==> config.mk <==
export PLATFORM = sky130hd
export DESIGN_NAME = prot_status_unit
export DESIGN_NICKNAME = d
export VERILOG_FILES = /design/src/rtl/prot_status_pkg.sv /design/src/rtl/prot_wel.sv /design/src/rtl/prot_cfg_regs.sv /design/src/rtl/prot_range_decode.sv /design/src/rtl/prot_status_unit.sv
export SDC_FILE = /design/constraint.sdc
export NUM_CORES = 1
export LEC_CHECK = 0
export ABC_CLOCK_PERIOD_IN_PS = 2550
export BUFFER_PORTS_ARGS = -buffer_cell sky130_fd_sc_hd__buf_2
export CAP_MARGIN = 10
export CORE_MARGIN = 2
export CORE_UTILIZATION = 34
export CTS_BUF_LIST = sky130_fd_sc_hd__clkbuf_2 sky130_fd_sc_hd__clkbuf_4 sky130_fd_sc_hd__clkbuf_8
export CTS_CLUSTER_DIAMETER = 200
export DETAILED_ROUTE_END_ITERATION = 7
export MAX_ROUTING_LAYER = met4
export PLACE_DENSITY_LB_ADDON = 0.12
export SYNTH_ARGS = -nofsm -noshare
export SYNTH_HDL_FRONTEND = slang
export SYNTH_SLANG_ARGS = --single-unit
export TNS_END_PERCENT = 100
==> constraint.sdc <==
create_clock -name clk -period 2.55 [get_ports clk]
set_input_delay 0.6375 -clock clk [delete_from_list [all_inputs] [get_ports clk]]
set_output_delay 0.6375 -clock clk [all_outputs]
set_load 0.1 [all_outputs]
==> src/rtl/prot_status_pkg.sv <==
package prot_status_pkg;

  // Bit positions that the status decoder outside this block relies on
  localparam int SR_LOCK_EN = 7;
  localparam int SR_RNG_HI  = 3;
  localparam int SR_RNG_LO  = 2;
  localparam int SR_LATCH   = 1;
  localparam int SR_BUSY    = 0;

  typedef enum logic [1:0] {
    RNG_NONE    = 2'b00,
    RNG_QUARTER = 2'b01,
    RNG_HALF    = 2'b10,
    RNG_ALL     = 2'b11
  } rng_sel_e;

  // First protected address for a range setting; depth means nothing protected
  function automatic logic [31:0] prot_floor(input logic [1:0] sel, input int unsigned depth);
    case (rng_sel_e'(sel))
      RNG_NONE:    return 32'(depth);
      RNG_QUARTER: return 32'(depth - depth / 4);
      RNG_HALF:    return 32'(depth / 2);
      default:     return 32'd0;
    endcase
  endfunction

  // Status word image when no write is in flight
  function automatic logic [7:0] pack_status(input logic lock_en, input logic [1:0] rng,
                                             input logic latch);
    logic [7:0] w;
    w = 8'h00;
    w[SR_LOCK_EN]          = lock_en;
    w[SR_RNG_HI:SR_RNG_LO] = rng;
    w[SR_LATCH]            = latch;
    w[SR_BUSY]             = 1'b0;
    return w;
  endfunction

endpackage

==> src/rtl/prot_wel.sv <==
module prot_wel (
  input  logic clk,
  input  logic rst_n,
  input  logic busy,
  input  logic set_req,
  input  logic clr_req,
  input  logic sr_wr_req,
  input  logic done_pulse,
  output logic latch
);

  logic set_evt;
  logic clr_evt;

  assign set_evt = set_req & ~busy;
  assign clr_evt = clr_req | done_pulse | (sr_wr_req & ~busy);

  always_ff @(posedge clk) begin
    if (!rst_n)       latch <= 1'b0;
    else if (clr_evt) latch <= 1'b0;
    else if (set_evt) latch <= 1'b1;
  end


  wel_clear_chk: assert property (@(posedge clk) disable iff (!rst_n)
    clr_evt |=> !latch);


  wel_set_chk: assert property (@(posedge clk) disable iff (!rst_n)
    (set_evt && !clr_evt) |=> latch);


  wel_busy_hold_chk: assert property (@(posedge clk) disable iff (!rst_n)
    (busy && !latch) |=> !latch);

endmodule

==> src/rtl/prot_cfg_regs.sv <==
module prot_cfg_regs (
  input  logic       clk,
  input  logic       rst_n,
  input  logic       wr_req,
  input  logic       latch,
  input  logic       busy,
  input  logic       wp_n,
  input  logic       lock_en_d,
  input  logic [1:0] rng_d,
  output logic       lock_en,
  output logic [1:0] rng,
  output logic       hw_lock,
  output logic       wr_grant
);

  assign hw_lock  = lock_en & ~wp_n;
  assign wr_grant = wr_req & latch & ~hw_lock & ~busy;

  always_ff @(posedge clk) begin
    if (!rst_n) begin
      lock_en <= 1'b0;
      rng     <= 2'b00;
    end else if (wr_grant) begin
      lock_en <= lock_en_d;
      rng     <= rng_d;
    end
  end


  lock_en_hold_chk: assert property (@(posedge clk) disable iff (!rst_n)
    (lock_en && !wp_n) |=> lock_en);


  rng_load_chk: assert property (@(posedge clk) disable iff (!rst_n)
    wr_grant |=> (rng == $past(rng_d)) && (lock_en == $past(lock_en_d)));


  cfg_refuse_hold_chk: assert property (@(posedge clk) disable iff (!rst_n)
    (!wr_grant) |=> $stable(rng) && $stable(lock_en));

endmodule

==> src/rtl/prot_range_decode.sv <==
module prot_range_decode #(
  parameter int ADDR_W = 10
) (
  input  logic              clk,
  input  logic              rst_n,
  input  logic [1:0]        rng,
  input  logic [ADDR_W-1:0] addr,
  output logic [ADDR_W:0]   lo,
  output logic              hit
);
  import prot_status_pkg::*;

  localparam int unsigned DEPTH = 1 << ADDR_W;
  localparam int          LO_W  = ADDR_W + 1;

  assign lo  = LO_W'(prot_floor(rng, DEPTH));
  assign hit = ({1'b0, addr} >= lo);


  rng_all_chk: assert property (@(posedge clk) disable iff (!rst_n)
    (rng == 2'b11) |-> hit);


  rng_none_chk: assert property (@(posedge clk) disable iff (!rst_n)
    (rng == 2'b00) |-> !hit);

endmodule

==> src/rtl/prot_status_unit.sv <==
module prot_status_unit #(
  parameter int ADDR_W = 10
) (
  input  logic              clk,
  input  logic              rst_n,
  input  logic              wp_n_i,
  input  logic              busy_i,
  input  logic              wel_set_i,
  input  logic              wel_clr_i,
  input  logic              sr_wr_i,
  input  logic [7:0]        sr_wdata_i,
  input  logic              arr_req_i,
  input  logic [ADDR_W-1:0] arr_addr_i,
  input  logic              arr_done_i,
  output logic [7:0]        sr_rdata_o,
  output logic              sr_grant_o,
  output logic              arr_grant_o,
  output logic [ADDR_W:0]   prot_lo_o,
  output logic              hw_lock_o
);
  import prot_status_pkg::*;

  logic       latch;
  logic       lock_en;
  logic [1:0] rng;
  logic       in_range;
  logic       unused_wbits;

  assign unused_wbits = ^{sr_wdata_i[6:4], sr_wdata_i[SR_LATCH], sr_wdata_i[SR_BUSY]};

  prot_wel u_wel (
    .clk        (clk),
    .rst_n      (rst_n),
    .busy       (busy_i),
    .set_req    (wel_set_i),
    .clr_req    (wel_clr_i),
    .sr_wr_req  (sr_wr_i),
    .done_pulse (arr_done_i),
    .latch      (latch)
  );

  prot_cfg_regs u_cfg (
    .clk       (clk),
    .rst_n     (rst_n),
    .wr_req    (sr_wr_i),
    .latch     (latch),
    .busy      (busy_i),
    .wp_n      (wp_n_i),
    .lock_en_d (sr_wdata_i[SR_LOCK_EN]),
    .rng_d     (sr_wdata_i[SR_RNG_HI:SR_RNG_LO]),
    .lock_en   (lock_en),
    .rng       (rng),
    .hw_lock   (hw_lock_o),
    .wr_grant  (sr_grant_o)
  );

  prot_range_decode #(.ADDR_W(ADDR_W)) u_rng (
    .clk   (clk),
    .rst_n (rst_n),
    .rng   (rng),
    .addr  (arr_addr_i),
    .lo    (prot_lo_o),
    .hit   (in_range)
  );

  assign sr_rdata_o  = busy_i ? 8'hFF : pack_status(lock_en, rng, latch);
  assign arr_grant_o = arr_req_i & latch & ~busy_i & ~in_range;


  arr_grant_safe_chk: assert property (@(posedge clk) disable iff (!rst_n)
    arr_grant_o |-> ({1'b0, arr_addr_i} < prot_lo_o) && sr_rdata_o[SR_LATCH]);


  busy_read_chk: assert property (@(posedge clk) disable iff (!rst_n)
    busy_i |-> (sr_rdata_o == 8'hFF) && !arr_grant_o && !sr_grant_o);


  idle_zero_bits_chk: assert property (@(posedge clk) disable iff (!rst_n)
    !busy_i |-> (sr_rdata_o[6:4] == 3'b000) && !sr_rdata_o[SR_BUSY]);


  sr_grant_drops_latch_chk: assert property (@(posedge clk) disable iff (!rst_n)
    sr_grant_o |=> !sr_rdata_o[SR_LATCH] || busy_i);

endmodule

==> out/summary.txt <==
initial antenna violation count = 0
Routed wire per std cell = 8.680 um
Layout area overhead = 46.80%
total of max-cap violations = 0
fin area = 659.4 um2
minimum clock period = 2.461 ns
Pwr Density = 436.5 mW/mm2
Mapped Area = 449.2 um2
CP max-delay cell = dfxtp_4
Post-Place Cell Area = 634.4 um2
Synth Register Bits = 4
CP bufs+invs = 3
Routed WL = 894 um
total power = 0.0002878 W
final worst-path setup slack = 0.08944 ns
sequential share of the synthesized area = 17.83%
Final period util = 96.49%
first-iteration detailed-routing DRC count = 2
post-route ant nets = 0
Avg Cell Area, Syn = 8.167 um2
synth unique cells = 21
Lkg Pwr = 0.3430 nW
# diodes = 0
Worst-Skew Late Latency = 0.24 ns
final setup violation count = 0
data required time of the critical path = 1.91 ns
Syn. warnings = 0
overall routing resource usage = 11.36%
drt pass-1 iters = 3
Ports = 49
simple-gate share of the synthesized area = 30.64%
critical path capture point type = output port
core area = 0.001269 mm2
Num CTS Buffers = 3
dominant cells by area after synthesis = buf_4, dfxtp_1, ha_1, nand2_1, nor4b_2
PortBufs = 35
fin. max-slew vios = 0
Vias/cell = 4.291
register clock-pin slew on the reported worst setup and hold paths = 0.04 ns
Adder-Cell Fraction of Synth Area = 11.14%
CP max FO = 3
post-synth top area share = 20.06%
register area = 83.83 um2
nets@finish = 121
vias in the first global route = 334
H-tree depth = 1
XOR/XNOR Fraction of Synth Area = 0%
CTS tree = yes
Synth Instances = 55
Worst EP arrival = 1.82 ns
area leader, netlist = buf_4
residual DRC count = 0
die width = 40.35 um
via count = 442
slowest stage delay, CP = 0.36 ns
Setup CP Type = flip-flop to output port
pre-CTS setup slack = 0.2518 ns
grt ovf = 0
Commonest cells post-synth = buf_4, nand2_1, inv_1
FP Rows = 13
mux cell area share after synthesis = 4.457%
clock sinks = 4
first-pass GRT wire length = 1.166 mm
count leader, synth = buf_4
maximum VDD drop = 251.7 uV
Multi-input gate area = 317.8 um2
hold_buf cts = 0
Die ar. = 0.001628 mm2
largest net degree at the start of global routing = 10
Min-Delay Path Class = flip-flop to flip-flop
EDFF count, synth = 0
RSZ-0062 raised after global routing = false
status = complete, no violations
dpl hpwl = 788.4 um
family with the most delay on the worst path = adder cells
Placer Congestion = 0.6075
Final Hold Viols = 0
Async SR Flop Fraction = 0%
setup TNS = 0 ns
ratio of cells with drive above 1 in the final layout = 60.23%
Layout Utilization = 51.97%
Compound-Gate Fraction of Synth Area = 9.192%
Starting Density = 35.40%
root buffer cell = clkbuf_4
cells along the critical path = inv_2, ha_4, inv_2, ha_4, nor4b_2, nand3_1, o2111a_2, buf_12
startpoint types = flip-flop
setup bufs post-CTS = 0
Die Ht = 40.35 um
fillcell total = 134
Achievable Freq = 406.4 MHz
main combinational cell family by area after synthesis = simple AND/OR/NAND/NOR gates
top_reg_cell synth = dfxtp_1
skew final = 0.001270 ns
Clock Path Buffers = 2
-- final cells by class --
cell class	instances	share of cell area, %
multi-input combinational	39	48.20
timing repair buffer	35	28.84
sequential	4	12.71
inverter	7	3.985
clock buffer	3	3.416
tap	15	2.846
-- flip-flops by register name (all words and copies together), names as in the netlist --
name / cells
u_cfg.rng: 2
u_cfg.lock_en: 1
u_wel.latch: 1
-- kinds of logic after synthesis --
logic type      count (synthesis)
buf+inv                        19
simple gates                   19
compound gates                  6
fa+ha+maj                       4
flops                           4
mux                             2
other cells                     1
-- placed cells by master, fill, tap and decap left out, types with 2 or more instances in the layout --
| master | n |
|---|---|
| buf_2 | 34 |
| ha_4 | 3 |
| a21oi_1 | 2 |
| clkbuf_4 | 3 |
| mux2i_1 | 2 |
| dfxtp_1 | 3 |
| inv_1 | 4 |
| or2_2 | 2 |
| inv_2 | 3 |
| nand2_1 | 8 |
| nor4b_2 | 2 |
| conb_1 | 8 |
-- worst register-to-register path: stages (launching register included) --
cell and delay [ns]:
dfxtp_1 0.39, nand3b_4 0.11, nor2_4 0.13, mux2i_1 0.19
-- layer usage --
layer | part of all wire [%] | track usage [%] | wire length [um]
met1 | 36 | 10.93 | 325
met2 | 47 | 18.65 | 418
met3 | 16 | 4.444 | 145
met4 | 0.56 | 7.500 | 5
met5 | 0 | - | 0
-- worst paths after layout --
check        slack, ns                   endpoint  depth (start not counted)                      start
min               0.47  u_cfg.rng[1]$_SDFFE_PN0P_                          2  u_cfg.rng[1]$_SDFFE_PN0P_
max               0.09                arr_grant_o                          8  u_cfg.rng[0]$_SDFFE_PN0P_
max reg2reg       1.65  u_cfg.rng[1]$_SDFFE_PN0P_                          3   u_wel.latch$_SDFFE_PP0P_
min reg2reg       0.47  u_cfg.rng[1]$_SDFFE_PN0P_                          2  u_cfg.rng[1]$_SDFFE_PN0P_
-- report_power, final --
| part | internal [W] | total, W | switching (W) |
|---|---|---|---|
| combinational | 0.0000238 | 0.000145 | 0.000121 |
| clock | 0.0000528 | 0.0000803 | 0.0000275 |
| sequential | 0.0000623 | 0.0000628 | 0.000000487 |
| total | 0.000139 | 0.000288 | 0.000149 |
-- metrics by stage --
stage,cells,hold slack [ns]
after floorplan,62,0.4469
after global placement,100,0.4588
after detailed placement,100,0.4717
after CTS,103,0.4776
after global routing,103,0.4897
final,103,0.4743
-- what timing repair did --
action | CTS | global route
resized for setup | 0 | 1
endpoints found under the setup margin | 0 | 1
endpoints found under the hold margin | 0 | 0
Note: power is estimated with default switching activity, not from simulation.
